--- config.mk ---
export PLATFORM = sky130hd
export DESIGN_NAME = asram_ctrl
export DESIGN_NICKNAME = d
export VERILOG_FILES = /design/src/rtl/asram_pkg.sv /design/src/rtl/asram_timer.sv /design/src/rtl/asram_fsm.sv /design/src/rtl/asram_datapath.sv /design/src/rtl/asram_ctrl.sv
export SDC_FILE = /design/constraint.sdc
export NUM_CORES = 1
export LEC_CHECK = 0
export BUFFER_PORTS_ARGS = -buffer_cell sky130_fd_sc_hd__buf_2
export CORE_MARGIN = 5
export CORE_UTILIZATION = 46
export CTS_BUF_LIST = sky130_fd_sc_hd__clkbuf_8 sky130_fd_sc_hd__clkbuf_16
export DETAILED_ROUTE_END_ITERATION = 8
export PLACE_DENSITY = 0.76
export SLEW_MARGIN = 20
export SYNTH_ARGS = -nofsm -noshare
export SYNTH_HDL_FRONTEND = slang
export SYNTH_SLANG_ARGS = --single-unit
--- constraint.sdc ---
create_clock -name clk -period 2.02 [get_ports clk]
set_input_delay 0.404 -clock clk [delete_from_list [all_inputs] [get_ports clk]]
set_output_delay 0.404 -clock clk [all_outputs]
set_load 0.005 [all_outputs]
--- src/rtl/asram_pkg.sv ---
package asram_pkg;

   typedef enum logic [2:0] {
      ST_IDLE    = 3'd0,
      ST_RD_WAIT = 3'd1,
      ST_RD_DONE = 3'd2,
      ST_WR_REL  = 3'd3,
      ST_WR_DRV  = 3'd4
   } asram_state_t;

   // ceiling of a time over the clock period, never below one cycle
   function automatic int ps_to_cyc(input int t_ps, input int clk_ps);
      int c;
      c = (t_ps + clk_ps - 1) / clk_ps;
      if (c < 1) c = 1;
      return c;
   endfunction

   function automatic int max_of(input int a, input int b);
      return (a > b) ? a : b;
   endfunction

   // count left after the release phase has already elapsed
   function automatic int rest_after(input int total, input int spent);
      return (total > spent) ? (total - spent) : 1;
   endfunction

   function automatic int cnt_bits(input int max_val);
      int b;
      b = $clog2(max_val + 1);
      if (b < 1) b = 1;
      return b;
   endfunction

endpackage

--- src/rtl/asram_timer.sv ---
module asram_timer #(
   parameter int CNT_W = 4
) (
   input  logic             clk,
   input  logic             rst_n,
   input  logic             load,
   input  logic [CNT_W-1:0] load_val,
   output logic             expired
);

   logic [CNT_W-1:0] cnt_q;

   always_ff @(posedge clk or negedge rst_n) begin
      if (!rst_n) begin
         cnt_q <= '0;
      end else if (load) begin
         cnt_q <= load_val;
      end else if (cnt_q != '0) begin
         cnt_q <= cnt_q - 1'b1;
      end
   end

   assign expired = (cnt_q == '0);

endmodule

--- src/rtl/asram_fsm.sv ---
module asram_fsm
   import asram_pkg::*;
#(
   parameter int CNT_W = 4,
   parameter int N_RD  = 2,
   parameter int N_HZ  = 1,
   parameter int N_WD  = 1
) (
   input  logic             clk,
   input  logic             rst_n,
   input  logic             req_valid,
   input  logic             req_write,
   input  logic             tmr_expired,
   output logic             tmr_load,
   output logic [CNT_W-1:0] tmr_val,
   output logic             accept,
   output logic             capture,
   output logic             req_ready,
   output logic             rd_valid,
   output logic             ce_n,
   output logic             we_n,
   output logic             oe_n,
   output logic             dq_oe
);

   localparam logic [CNT_W-1:0] LD_RD = CNT_W'(N_RD - 1);
   localparam logic [CNT_W-1:0] LD_HZ = CNT_W'(N_HZ - 1);
   localparam logic [CNT_W-1:0] LD_WD = CNT_W'(N_WD - 1);

   asram_state_t state_q, state_d;

   always_comb begin
      state_d  = state_q;
      tmr_load = 1'b0;
      tmr_val  = '0;
      accept   = 1'b0;
      capture  = 1'b0;
      unique case (state_q)
         ST_IDLE: begin
            if (req_valid) begin
               accept   = 1'b1;
               tmr_load = 1'b1;
               if (req_write) begin
                  state_d = ST_WR_REL;
                  tmr_val = LD_HZ;
               end else begin
                  state_d = ST_RD_WAIT;
                  tmr_val = LD_RD;
               end
            end
         end
         ST_RD_WAIT: begin
            if (tmr_expired) begin
               capture = 1'b1;
               state_d = ST_RD_DONE;
            end
         end
         ST_RD_DONE: state_d = ST_IDLE;
         ST_WR_REL: begin
            if (tmr_expired) begin
               state_d  = ST_WR_DRV;
               tmr_load = 1'b1;
               tmr_val  = LD_WD;
            end
         end
         ST_WR_DRV: begin
            if (tmr_expired) state_d = ST_IDLE;
         end
         default: state_d = ST_IDLE;
      endcase
   end

   // strobes come straight from flops so the pads never see decode glitches
   always_ff @(posedge clk or negedge rst_n) begin
      if (!rst_n) begin
         state_q   <= ST_IDLE;
         req_ready <= 1'b1;
         rd_valid  <= 1'b0;
         ce_n      <= 1'b1;
         we_n      <= 1'b1;
         oe_n      <= 1'b1;
         dq_oe     <= 1'b0;
      end else begin
         state_q   <= state_d;
         req_ready <= (state_d == ST_IDLE);
         rd_valid  <= (state_d == ST_RD_DONE);
         ce_n      <= (state_d == ST_IDLE);
         oe_n      <= (state_d == ST_IDLE);
         we_n      <= !((state_d == ST_WR_REL) || (state_d == ST_WR_DRV));
         dq_oe     <= (state_d == ST_WR_DRV);
      end
   end

endmodule

--- src/rtl/asram_datapath.sv ---
module asram_datapath #(
   parameter int ADDR_W = 15,
   parameter int DATA_W = 8
) (
   input  logic              clk,
   input  logic              rst_n,
   input  logic              accept,
   input  logic              capture,
   input  logic [ADDR_W-1:0] req_addr,
   input  logic [DATA_W-1:0] req_wdata,
   input  logic [DATA_W-1:0] mem_dq_in,
   output logic [ADDR_W-1:0] mem_addr,
   output logic [DATA_W-1:0] mem_dq_out,
   output logic [DATA_W-1:0] rd_data
);

   always_ff @(posedge clk or negedge rst_n) begin
      if (!rst_n) begin
         mem_addr   <= '0;
         mem_dq_out <= '0;
      end else if (accept) begin
         mem_addr   <= req_addr;
         mem_dq_out <= req_wdata;
      end
   end

   always_ff @(posedge clk or negedge rst_n) begin
      if (!rst_n) begin
         rd_data <= '0;
      end else if (capture) begin
         rd_data <= mem_dq_in;
      end
   end

endmodule

--- src/rtl/asram_ctrl.sv ---
module asram_ctrl
   import asram_pkg::*;
#(
   parameter int ADDR_W    = 15,
   parameter int DATA_W    = 8,
   parameter int CLK_PS    = 10000,
   parameter int T_ACC_PS  = 20000,
   parameter int T_REL_PS  = 7000,
   parameter int T_SU_PS   = 10000,
   parameter int T_PW_PS   = 12000,
   parameter int T_AEND_PS = 12000
) (
   input  logic              clk,
   input  logic              rst_n,
   input  logic              req_valid,
   output logic              req_ready,
   input  logic              req_write,
   input  logic [ADDR_W-1:0] req_addr,
   input  logic [DATA_W-1:0] req_wdata,
   output logic              rd_valid,
   output logic [DATA_W-1:0] rd_data,
   output logic              mem_ce_n,
   output logic              mem_we_n,
   output logic              mem_oe_n,
   output logic [ADDR_W-1:0] mem_addr,
   output logic [DATA_W-1:0] mem_dq_out,
   output logic              mem_dq_oe,
   input  logic [DATA_W-1:0] mem_dq_in
);

   localparam int N_RD  = ps_to_cyc(T_ACC_PS, CLK_PS);
   localparam int N_HZ  = ps_to_cyc(T_REL_PS, CLK_PS);
   localparam int N_SU  = ps_to_cyc(T_SU_PS, CLK_PS);
   localparam int N_PW  = ps_to_cyc(T_PW_PS, CLK_PS);
   localparam int N_AE  = ps_to_cyc(T_AEND_PS, CLK_PS);
   localparam int N_WD  = max_of(N_SU, max_of(rest_after(N_PW, N_HZ),
                                              rest_after(N_AE, N_HZ)));
   localparam int CNT_W = cnt_bits(max_of(N_RD, max_of(N_HZ, N_WD)));

   generate
      if (ADDR_W < 1) begin : g_bad_addr
         $error("asram_ctrl: ADDR_W must be at least 1");
      end
      if (DATA_W < 1) begin : g_bad_data
         $error("asram_ctrl: DATA_W must be at least 1");
      end
      if (CLK_PS < 1) begin : g_bad_clk
         $error("asram_ctrl: CLK_PS must be positive");
      end
      if ((T_ACC_PS < 0) || (T_REL_PS < 0) || (T_SU_PS < 0) ||
          (T_PW_PS < 0) || (T_AEND_PS < 0)) begin : g_bad_time
         $error("asram_ctrl: timing parameters must not be negative");
      end
   endgenerate

   logic             tmr_load;
   logic [CNT_W-1:0] tmr_val;
   logic             tmr_expired;
   logic             accept;
   logic             capture;

   asram_timer #(.CNT_W(CNT_W)) u_timer (
      .clk      (clk),
      .rst_n    (rst_n),
      .load     (tmr_load),
      .load_val (tmr_val),
      .expired  (tmr_expired)
   );

   asram_fsm #(
      .CNT_W (CNT_W),
      .N_RD  (N_RD),
      .N_HZ  (N_HZ),
      .N_WD  (N_WD)
   ) u_fsm (
      .clk         (clk),
      .rst_n       (rst_n),
      .req_valid   (req_valid),
      .req_write   (req_write),
      .tmr_expired (tmr_expired),
      .tmr_load    (tmr_load),
      .tmr_val     (tmr_val),
      .accept      (accept),
      .capture     (capture),
      .req_ready   (req_ready),
      .rd_valid    (rd_valid),
      .ce_n        (mem_ce_n),
      .we_n        (mem_we_n),
      .oe_n        (mem_oe_n),
      .dq_oe       (mem_dq_oe)
   );

   asram_datapath #(.ADDR_W(ADDR_W), .DATA_W(DATA_W)) u_dp (
      .clk        (clk),
      .rst_n      (rst_n),
      .accept     (accept),
      .capture    (capture),
      .req_addr   (req_addr),
      .req_wdata  (req_wdata),
      .mem_dq_in  (mem_dq_in),
      .mem_addr   (mem_addr),
      .mem_dq_out (mem_dq_out),
      .rd_data    (rd_data)
   );

endmodule

# After elaboration in Yosys (flattened, before gate mapping)
# Index checks and enable logic that the tools add are counted.
[word_totals] ff_bits=40 in_bits=35
[classes] addsub=1 n_eq_ne=6 muxes=16 reduce_logical=7
[ops] cell="$mux 3" n=4
[ops] cell="$pmux 3 s4" n=1
[ops] cell="$mux 2" n=5
[ops] cell="$eq 3x2->1 const B" n=3
[ops] cell="$eq 3x3->1 const B" n=2
[ops] cell="$logic_not 3->1" n=2
[ops] cell="$mux 1" n=5
[ops] cell="$reduce_bool 2->1" n=2
[ops] cell="$eq 3x1->1 const B" n=1
[ops] cell="$logic_not 2->1" n=1
[ops] cell="$pmux 1 s2" n=1
[ops] cell="$sub 2x1->2 const B" n=1
[ops] cell="$logic_not 1->1" n=1
[ops] cell="$logic_or 1x1->1" n=1

# Longest topological paths before layout
# Gate-level depths: netlist of the first run.
[logic_depth] word_depth=6 mapped_depth=6 ltp_nobuf=5

# By module
# From an unflattened synthesis of the first run, not the netlist that was laid out.
[unflattened] hier_cells=111 area_unflattened_um2=1631.6
[by_module_without_submodules] mod="asram_datapath" n_inst=1 cells_per_inst=65 area_per_inst_um2=1152.4 seq_area_each_um2=775.7
[by_module_without_submodules] mod="asram_fsm" n_inst=1 cells_per_inst=34 area_per_inst_um2=365.4 seq_area_each_um2=177.7
[by_module_without_submodules] mod="asram_timer" n_inst=1 cells_per_inst=12 area_per_inst_um2=113.9 seq_area_each_um2=50.0

# Worst setup path after synthesis of the first run
# Ideal clock, no wire load.
[synth_timing] path_kind="reg-to-reg" from="register u_fsm.state_q[2]" to="register u_dp.mem_addr[0]" setup_time_ns=0.125 arrival_time_ns=1.471 required_time_ns=1.895 path_slack_ns=0.424 stages_incl_launch_ff=5 path_buffers=2 period_less_slack_ns=1.596 path_cell_list="dfrtp_1 -> buf_6 -> nor4b_4 -> buf_6 -> mux2_2"
[synth_via] elab_chain_cells=2
[synth_rtl] element="start, declared" line="asram_fsm.sv:30" text="asram_state_t state_q, state_d;"
[synth_rtl] element="start signal, assigned" line="asram_fsm.sv:84" text="state_q <= state_d;"
[synth_rtl] element="$logic_not 3->1" line="asram_fsm.sv:38" text="unique case (state_q)"
[synth_rtl] element="$mux 1" line="asram_fsm.sv:38"
[synth_rtl] element="end signal, assigned" line="asram_datapath.sv:22" text="mem_addr <= req_addr;"
[synth_rtl] element="end, declared" line="asram_datapath.sv:12" text="output logic [ADDR_W-1:0] mem_addr,"
# Every way passes these cells.
# A chain may end at the register's enable or synchronous reset.

# Final worst setup path of the first run
[layout_timing] from="register u_timer.cnt_q[0]" to="register u_dp.rd_data[2]"
[layout_via] elab_chain_cells=3
[layout_rtl] element="start, declared" line="asram_timer.sv:11" text="logic [CNT_W-1:0] cnt_q;"
[layout_rtl] element="start signal, assigned" line="asram_timer.sv:17" text="cnt_q <= load_val;"
[layout_rtl] element="start signal, assigned" line="asram_timer.sv:19" text="cnt_q <= cnt_q - 1'b1;"
[layout_rtl] element="$logic_not 2->1" line="asram_timer.sv:23" text="assign expired = (cnt_q == '0);"
[layout_rtl] element="$mux 1" line="asram_fsm.sv:53" text="if (tmr_expired) begin"
[layout_rtl] element="$mux 1" line="asram_fsm.sv:38"
[layout_rtl] element="end signal, assigned" line="asram_datapath.sv:31" text="rd_data <= mem_dq_in;"
[layout_rtl] element="end, declared" line="asram_datapath.sv:14" text="output logic [DATA_W-1:0] rd_data"
# Every way passes these cells.

==> results.md, run 1 <==
* Status: finished, final reports clean
* Top Layer Used: met4
* Hold_buf cts at 0
* Total global routing track utilization at 0.1432
* First-pass GRT wire length at 5.568 mm
* Final Hold Fails at 0
* Unique masters post-synth at 25
* Asr flop ratio synth at 1.000
* Drt via density at 4.848
* R2r worst-path depth at 6
* P_sw at 0.9764 mW
* Setup TNS at 0 ns
* Number of cell rows at 21
* GPL Wtd Cong at 0.8334
* Worst Setup Path Type: register to register
* Final cycle utilization of the critical path at 0.8471
* Yosys warns at 0
* Drt first pass iters at 3
* Mux cell area share after synthesis at 0.2159
* Post-Syn Area at 0.001617 mm²
* Core Area at 0.003363 mm²
* Antenna violations before repair at 0
* Placed instance count at 222
* Synthesized Nets at 145
* CP cell instances: inv_1, ha_1, nand2b_1, nor3b_1, buf_4, mux2_2
* CTS buffer count at 5
* Met3 wire length at 329 µm
* CTS H-tree lvls at 2
* Sequential share of the synthesized area at 0.6207
* DR iter-0 viols at 35
* Final WL at 3.023 mm
* Number of synthesized flops with an enable pin at 0
* Port bufs at 71
* Synthesized-area fraction occupied by adder cells at 0.007740
* Clock tree from TritonCTS: done
* CTS sink cnt at 40
* Placed Area at 0.001994 mm²
* Combinational family with the most area after synthesis: multiplexers
* DR WL met2 at 1.345 mm
* Max cap viols at 0
* CTS clock-pin slew for the worst setup and hold paths at 0.07 ns
* Root buffer cell: clkbuf_8
* Share of layout cells above drive strength 1 at 0.6467
* CP required at 2.19 ns
* M1 WL at 1.293 mm
* Setup Fix Bufs, Post-CTS at 0
* Seq pwr share at 0.427
* XOR/XNOR Fraction of Synth Area at 0
* Cell family with most CP delay: flip-flops
* Post-CTS sizing at 0
* Crit path arrival time at 1.88 ns
* Simple-gate share of the synthesized area at 0.06656
* Clk buf depth at 2
* Worst Tran Pin Value at 0.4816 ns
* Reg area at 0.001003 mm²
* Mean post-synth cell area at 14.83 µm²
* Hold Path Class: input port to async pin
* Residual DRC at 0
* Detail Placement HPWL at 2.251 mm
* Synth Flop Type: dfrtp_1
* Worst setup EP type: register
* Final setup fails at 0
* Slew Limit Fails at 0
* Gr ovfl total at 0
* N_diodes at 0
* Fmax achieved at 584.4 MHz
* Die area at 0.004800 mm²
* Leakage at 1.037 nW
* Clock power frac at 0.206
* CP max-delay cell: dfrtp_1
* Min cycle time layout at 1.711 ns
* Clk_skew at 0.004127 ns
* Multi-input gate area at 544.3 µm²
* Vias in the first global route at 1225
* Slowest stage delay, CP at 0.39 ns
* Die Ht at 69.28 µm
* Post-synthesis compound-gate area fraction at 0.04644
* Number of antenna-violating nets in the routed design at 0
* Int Power at 2.391 mW
* Largest net degree at the start of global routing at 41
* Sw frac at 0.2899
* Top-level I/O count at 72
* Total power draw at 3.368 mW
* Area growth from synthesis to layout at 31.19%
* Seq cells post-synth at 40
* Worst Path Max Fanout at 9
* DR WL/cell at 13.14 µm
* Peak VDD IR at 0.0007734 V
* Number of non-filler instances in the completed layout at 230
* Initial core utilization at 0.4807
* Routed vias at 1115
* Levels on crit path at 6
* Comb pwr share at 0.366
* Setup crit start kind: register
* Fin area at 0.002121 mm²
* # nets final at 219
* Worst-Skew Late Latency at 0.29 ns
* Unrepaired setup endpoints after global routing: false
* FILL cells at 275
* Syn Inst Count at 109
* Buf+Inv Stages, Crit Path at 2
* Slew HR at 0.6789
* Die width at 69.28 µm
* PwrDens at 1588 mW/mm²
worst paths after layout:
check | from | end | slack, ns
max in group asynchronous | rst_n | u_fsm.we_n$_DFF_PN1_ | 1.51
min in group clk | req_addr[3] | u_dp.mem_addr[3]$_DFFE_PN0P_ | 0.34
min | rst_n | u_fsm.dq_oe$_DFF_PN0_ | 0.16
max reg2reg | u_timer.cnt_q[0]$_DFFE_PN0P_ | u_dp.rd_data[2]$_DFFE_PN0P_ | 0.31
max | u_timer.cnt_q[0]$_DFFE_PN0P_ | u_dp.rd_data[2]$_DFFE_PN0P_ | 0.31
min reg2reg | u_dp.mem_addr[3]$_DFFE_PN0P_ | u_dp.mem_addr[3]$_DFFE_PN0P_ | 0.50
power groups by stage:
stage,registers [mW],logic (mW),clock network [mW]
finish,1.44,1.23,0.694
global route,1.50,1.39,0.755
CTS,1.45,1.26,0.723
detailed placement,1.45,1.27,0
global placement,1.44,1.23,0
floorplan,1.45,0.776,0
layout make-up:
class,instances,share of cell area
Sequential cell,40,0.4732
Inverter,3,0.005310
Timing Repair Buffer,74,0.1782
Clock buffer,7,0.04543
Tap cell,46,0.02714
Multi-Input combinational cell,59,0.2566
Clock inverter,1,0.01416
flip-flops by register name, summed over array words and instances, names as in the netlist:
name / flops
u_fsm.rd_valid: 1
u_fsm.state_q: 3
u_fsm.dq_oe: 1
u_dp.mem_addr: 15
u_fsm.we_n: 1
u_timer.cnt_q: 2
u_fsm.oe_n: 1
u_dp.mem_dq_out: 8
u_dp.rd_data: 8
cell usage after synthesis, types with 2 or more instances:
library cell,count,share of area
o211ai_1,2,0.0093
dfstp_2,2,0.033
nand2_1,2,0.0046
inv_1,3,0.0070
buf_6,3,0.021
mux2_2,31,0.22
a21oi_1,5,0.015
buf_4,2,0.0093
nand2b_1,3,0.012
dfrtp_1,38,0.59
o21ai_0,4,0.012
cells by family after synthesis:
logic type	count (synthesis)
AO/OA/AOI/OAI	13
buffers and inverters	10
adder cells (fa/ha/maj)	1
AND/OR/NAND/NOR	14
multiplexers	31
flip-flops	40
metrics by stage:
step	worst slack, ns	hold slack, ns	util
3_5_place_dp	0.3152	0.4911	0.5930
6_report	0.3089	0.1591	0.6306
4_1_cts	0.3034	0.1737	0.6306
2_1_floorplan	0.4239	0.1084	-
3_3_place_gp	0.3789	0.4770	0.5930
5_1_grt	0.1847	0.2017	0.6306
routing by layer:
metal | track usage | vias up
li1 | - | 531
met1 | 0.1682 | 522
met2 | 0.2182 | 55
met3 | 0.06667 | 7
met4 | 0.07375 | 0
met5 | 0 | -
placed cells by master, fill, tap and decap left out, drive strengths merged:
cell and instances:
dfstp 2, nor3b 1, nand2b 3, dfrtp 38, or4b 1, nor4b 1, buf 74, clkbuf 7
o21ai 4, and2 1, o21a 1, and3b 1, or3b 1, or2 1, o211ai 2, or3 1
o31ai 1, ha 1, inv 3, a21oi 5, bufinv 1, mux2 31, nor2 1, nand2 2
No activity file was read; power rests on OpenSTA's default activity.
==> run 2, diff against run 1 <==
Settings changed: CORE_UTILIZATION 46 to 42, PLACE_DENSITY 0.76 to 0.73.
Clock period 2.02 ns to 1.5 ns, I/O delays scaled along.
==> run 2 against run 1 <==
  * The flow now finishes with violations (setup timing)
  * Worst setup slack got worse by 0.31 ns
  * Global-route usage rose by 0.69 points
  * Largest power group is now combinational cells
  * Critical path type unchanged
  * Highest routed layer unchanged
  * Largest cell class unchanged
  * First-iteration DRC count rose by 37%
  * Routed wire length rose by 21%
==> results.md, run 2 (same netlist as run 1, synthesis figures left out) <==
* Number of antenna-violating nets in the routed design at 0
* CTS H-tree lvls at 2
* Peak VDD IR at 0.001091 V
* Die Ht at 72.04 µm
* # nets final at 235
* DR iter-0 viols at 48
* Hold Path Class: input port to register
* CTS sink cnt at 40
* Port bufs at 71
* Routed vias at 1197
* First-pass GRT wire length at 5.934 mm
* Pre-CTS setup slack at -0.04380 ns
* Area growth from synthesis to layout at 44.58%
* Commonest cells after routing, fill and taps aside: 72 x buf_2, 35 x dfrtp_1, 19 x mux2_4
* Antenna violations before repair at 0
* Gr ovfl total at 0
* Final setup fails at 1
* Comb pwr share at 0.468
* Largest net degree at the start of global routing at 24
* Clk_skew at 0.006312 ns
* Clock power frac at 0.139
* Leakage at 1.181 nW
* Total power draw at 4.949 mW
* Max cap viols at 0
* Min cycle time layout at 1.503 ns
* Final Hold Fails at 0
* CP cell instances: inv_2, ha_4, nand2b_4, nor3b_2, buf_4, mux2_2
* Initial core utilization at 0.4383
* Slew HR at 0.6636
* Setup TNS at -0.002985 ns
* DR WL/cell at 14.78 µm
* P_sw at 1.488 mW
* Most common cell after layout, fill and taps aside: buf_2
* Number of flip-flops in the largest register at 15
* CTS clock-pin slew for the worst setup and hold paths at 0.07 ns
* Final WL at 3.665 mm
* Failing checks: setup timing
* N_diodes at 0
* Clk buf depth at 2
* Total global routing track utilization at 0.1501
* Worst-Skew Late Latency at 0.28 ns
* Worst Tran Pin Value at 0.5046 ns
* Number of non-filler instances in the completed layout at 248
* Fmax achieved at 665.3 MHz
* Final worst hold slack at 0.2414 ns
* Status: finished, violations left
* Setup crit start kind: register
* GPL Wtd Cong at 0.8468
* Die width at 72.04 µm
* Final cycle utilization of the critical path at 1.002
* Slew Limit Fails at 0
* CP max-delay cell: dfrtp_1
* Residual DRC at 0
* Top-level I/O count at 72
* Vias in the first global route at 1289
* CTS buffer count at 5
* Number of cell rows at 22
* Drt first pass iters at 4
* Seq pwr share at 0.392
* Core Area at 0.003689 mm²
* Clock tree from TritonCTS: done
* Drt via density at 4.827
* PwrDens at 2117 mW/mm²
* Worst Path Max Fanout at 5
* Unrepaired setup endpoints after global routing: true
* Setup ws final at -0.002985 ns
* Reg with most FFs: u_dp.mem_addr
* CP required at 1.66 ns
* Biggest registers after layout: u_dp.mem_addr: 15 flops, u_dp.mem_dq_out: 8 flops, u_dp.rd_data: 8 flops
* Worst setup EP type: register
* FILL cells at 300
* Placed instance count at 230
* Worst Setup Path Type: register to register
* Int Power at 3.460 mW
* Sw frac at 0.3007
* Detail Placement HPWL at 2.585 mm
* Crit path arrival time at 1.67 ns
* Slowest stage delay, CP at 0.40 ns
* Share of layout cells above drive strength 1 at 0.7000
* Root buffer cell: clkbuf_8
* Die area at 0.005190 mm²
==> run 2: cell types whose count changed in the layout (fill, tap and decap cells not counted), moves of 3 or more <==
cell,delta
mux2_2,-19
dfrtp_1,-3
dfrtp_2,+3
buf_4,+9
buf_6,+3
mux2_4,+19
==> run 2: critical path, delay by kind of cell (launching register included) <==
family	cells	cell delay [ns]
muxes	1	0.34
DFF	1	0.40
and+or+nand+nor	2	0.24
buffers and inverters	2	0.25
adders and majority gates	1	0.16
==> run 2: what timing repair did <==
item	4_1_cts	5_1_grt
pin swaps	2	0
setup endpoints to repair	33	31
resized for setup	10	26
cloned	3	0
hold buffers	1	0
endpoints found under the hold margin	19	0
setup buffers	3	3
==> run 2: power by group through the flow <==
stage          combinational, mW  clock (mW)  sequential (mW)
2_1_floorplan               1.09           0             1.95
3_3_place_gp                1.79           0             1.91
3_5_place_dp                1.85           0             1.95
4_1_cts                     2.04       0.723             1.93
5_1_grt                     2.53       0.778             2.02
6_report                    2.32       0.690             1.94
==> run 2: per-stage QoR <==
step / utilization / area, µm²
floorplan: - / 1633
CTS: 0.6024 / 2222
global route: 0.6337 / 2337
finish: 0.6337 / 2337
detailed placement: 0.5570 / 2054
global placement: 0.5570 / 2054
==> run 2: cell type report <==
class	count	area [µm²]	area share
Clock buffer	6	82.58	0.03533
Clock inverter	2	7.507	0.003212
Inverter	3	11.26	0.004818
Multi-Input combinational cell	59	644.4	0.2757
Sequential cell	40	1007	0.4309
Tap cell	48	60.06	0.02570
Timing Repair Buffer	90	524.3	0.2243
==> run 2: final timing paths <==
kind | startpoint | end | slack (ns) | depth (start not counted)
worst min register to register | u_dp.mem_dq_out[1]$_DFFE_PN0P_ | u_dp.mem_dq_out[1]$_DFFE_PN0P_ | 0.50 | 1
worst min-delay path | req_wdata[7] | u_dp.mem_dq_out[7]$_DFFE_PN0P_ | 0.24 | 2
worst max-delay path | u_timer.cnt_q[0]$_DFFE_PN0P_ | u_dp.rd_data[3]$_DFFE_PN0P_ | -0.003 | 6
min in group asynchronous | rst_n | u_dp.mem_addr[9]$_DFFE_PN0P_ | 0.52 | 2
worst max register to register | u_timer.cnt_q[0]$_DFFE_PN0P_ | u_dp.rd_data[3]$_DFFE_PN0P_ | -0.003 | 6
max in group asynchronous | rst_n | u_dp.rd_data[0]$_DFFE_PN0P_ | 0.41 | 3
==> run 2: layer usage <==
metal / part of all wire / track usage / vias to the layer above
li1: - / - / 557
met1: 0.41 / 0.1692 / 601
met2: 0.53 / 0.2612 / 34
met3: 0.054 / 0.04017 / 5
met4: 0.012 / 0.07516 / 0
met5: 0 / 0 / -
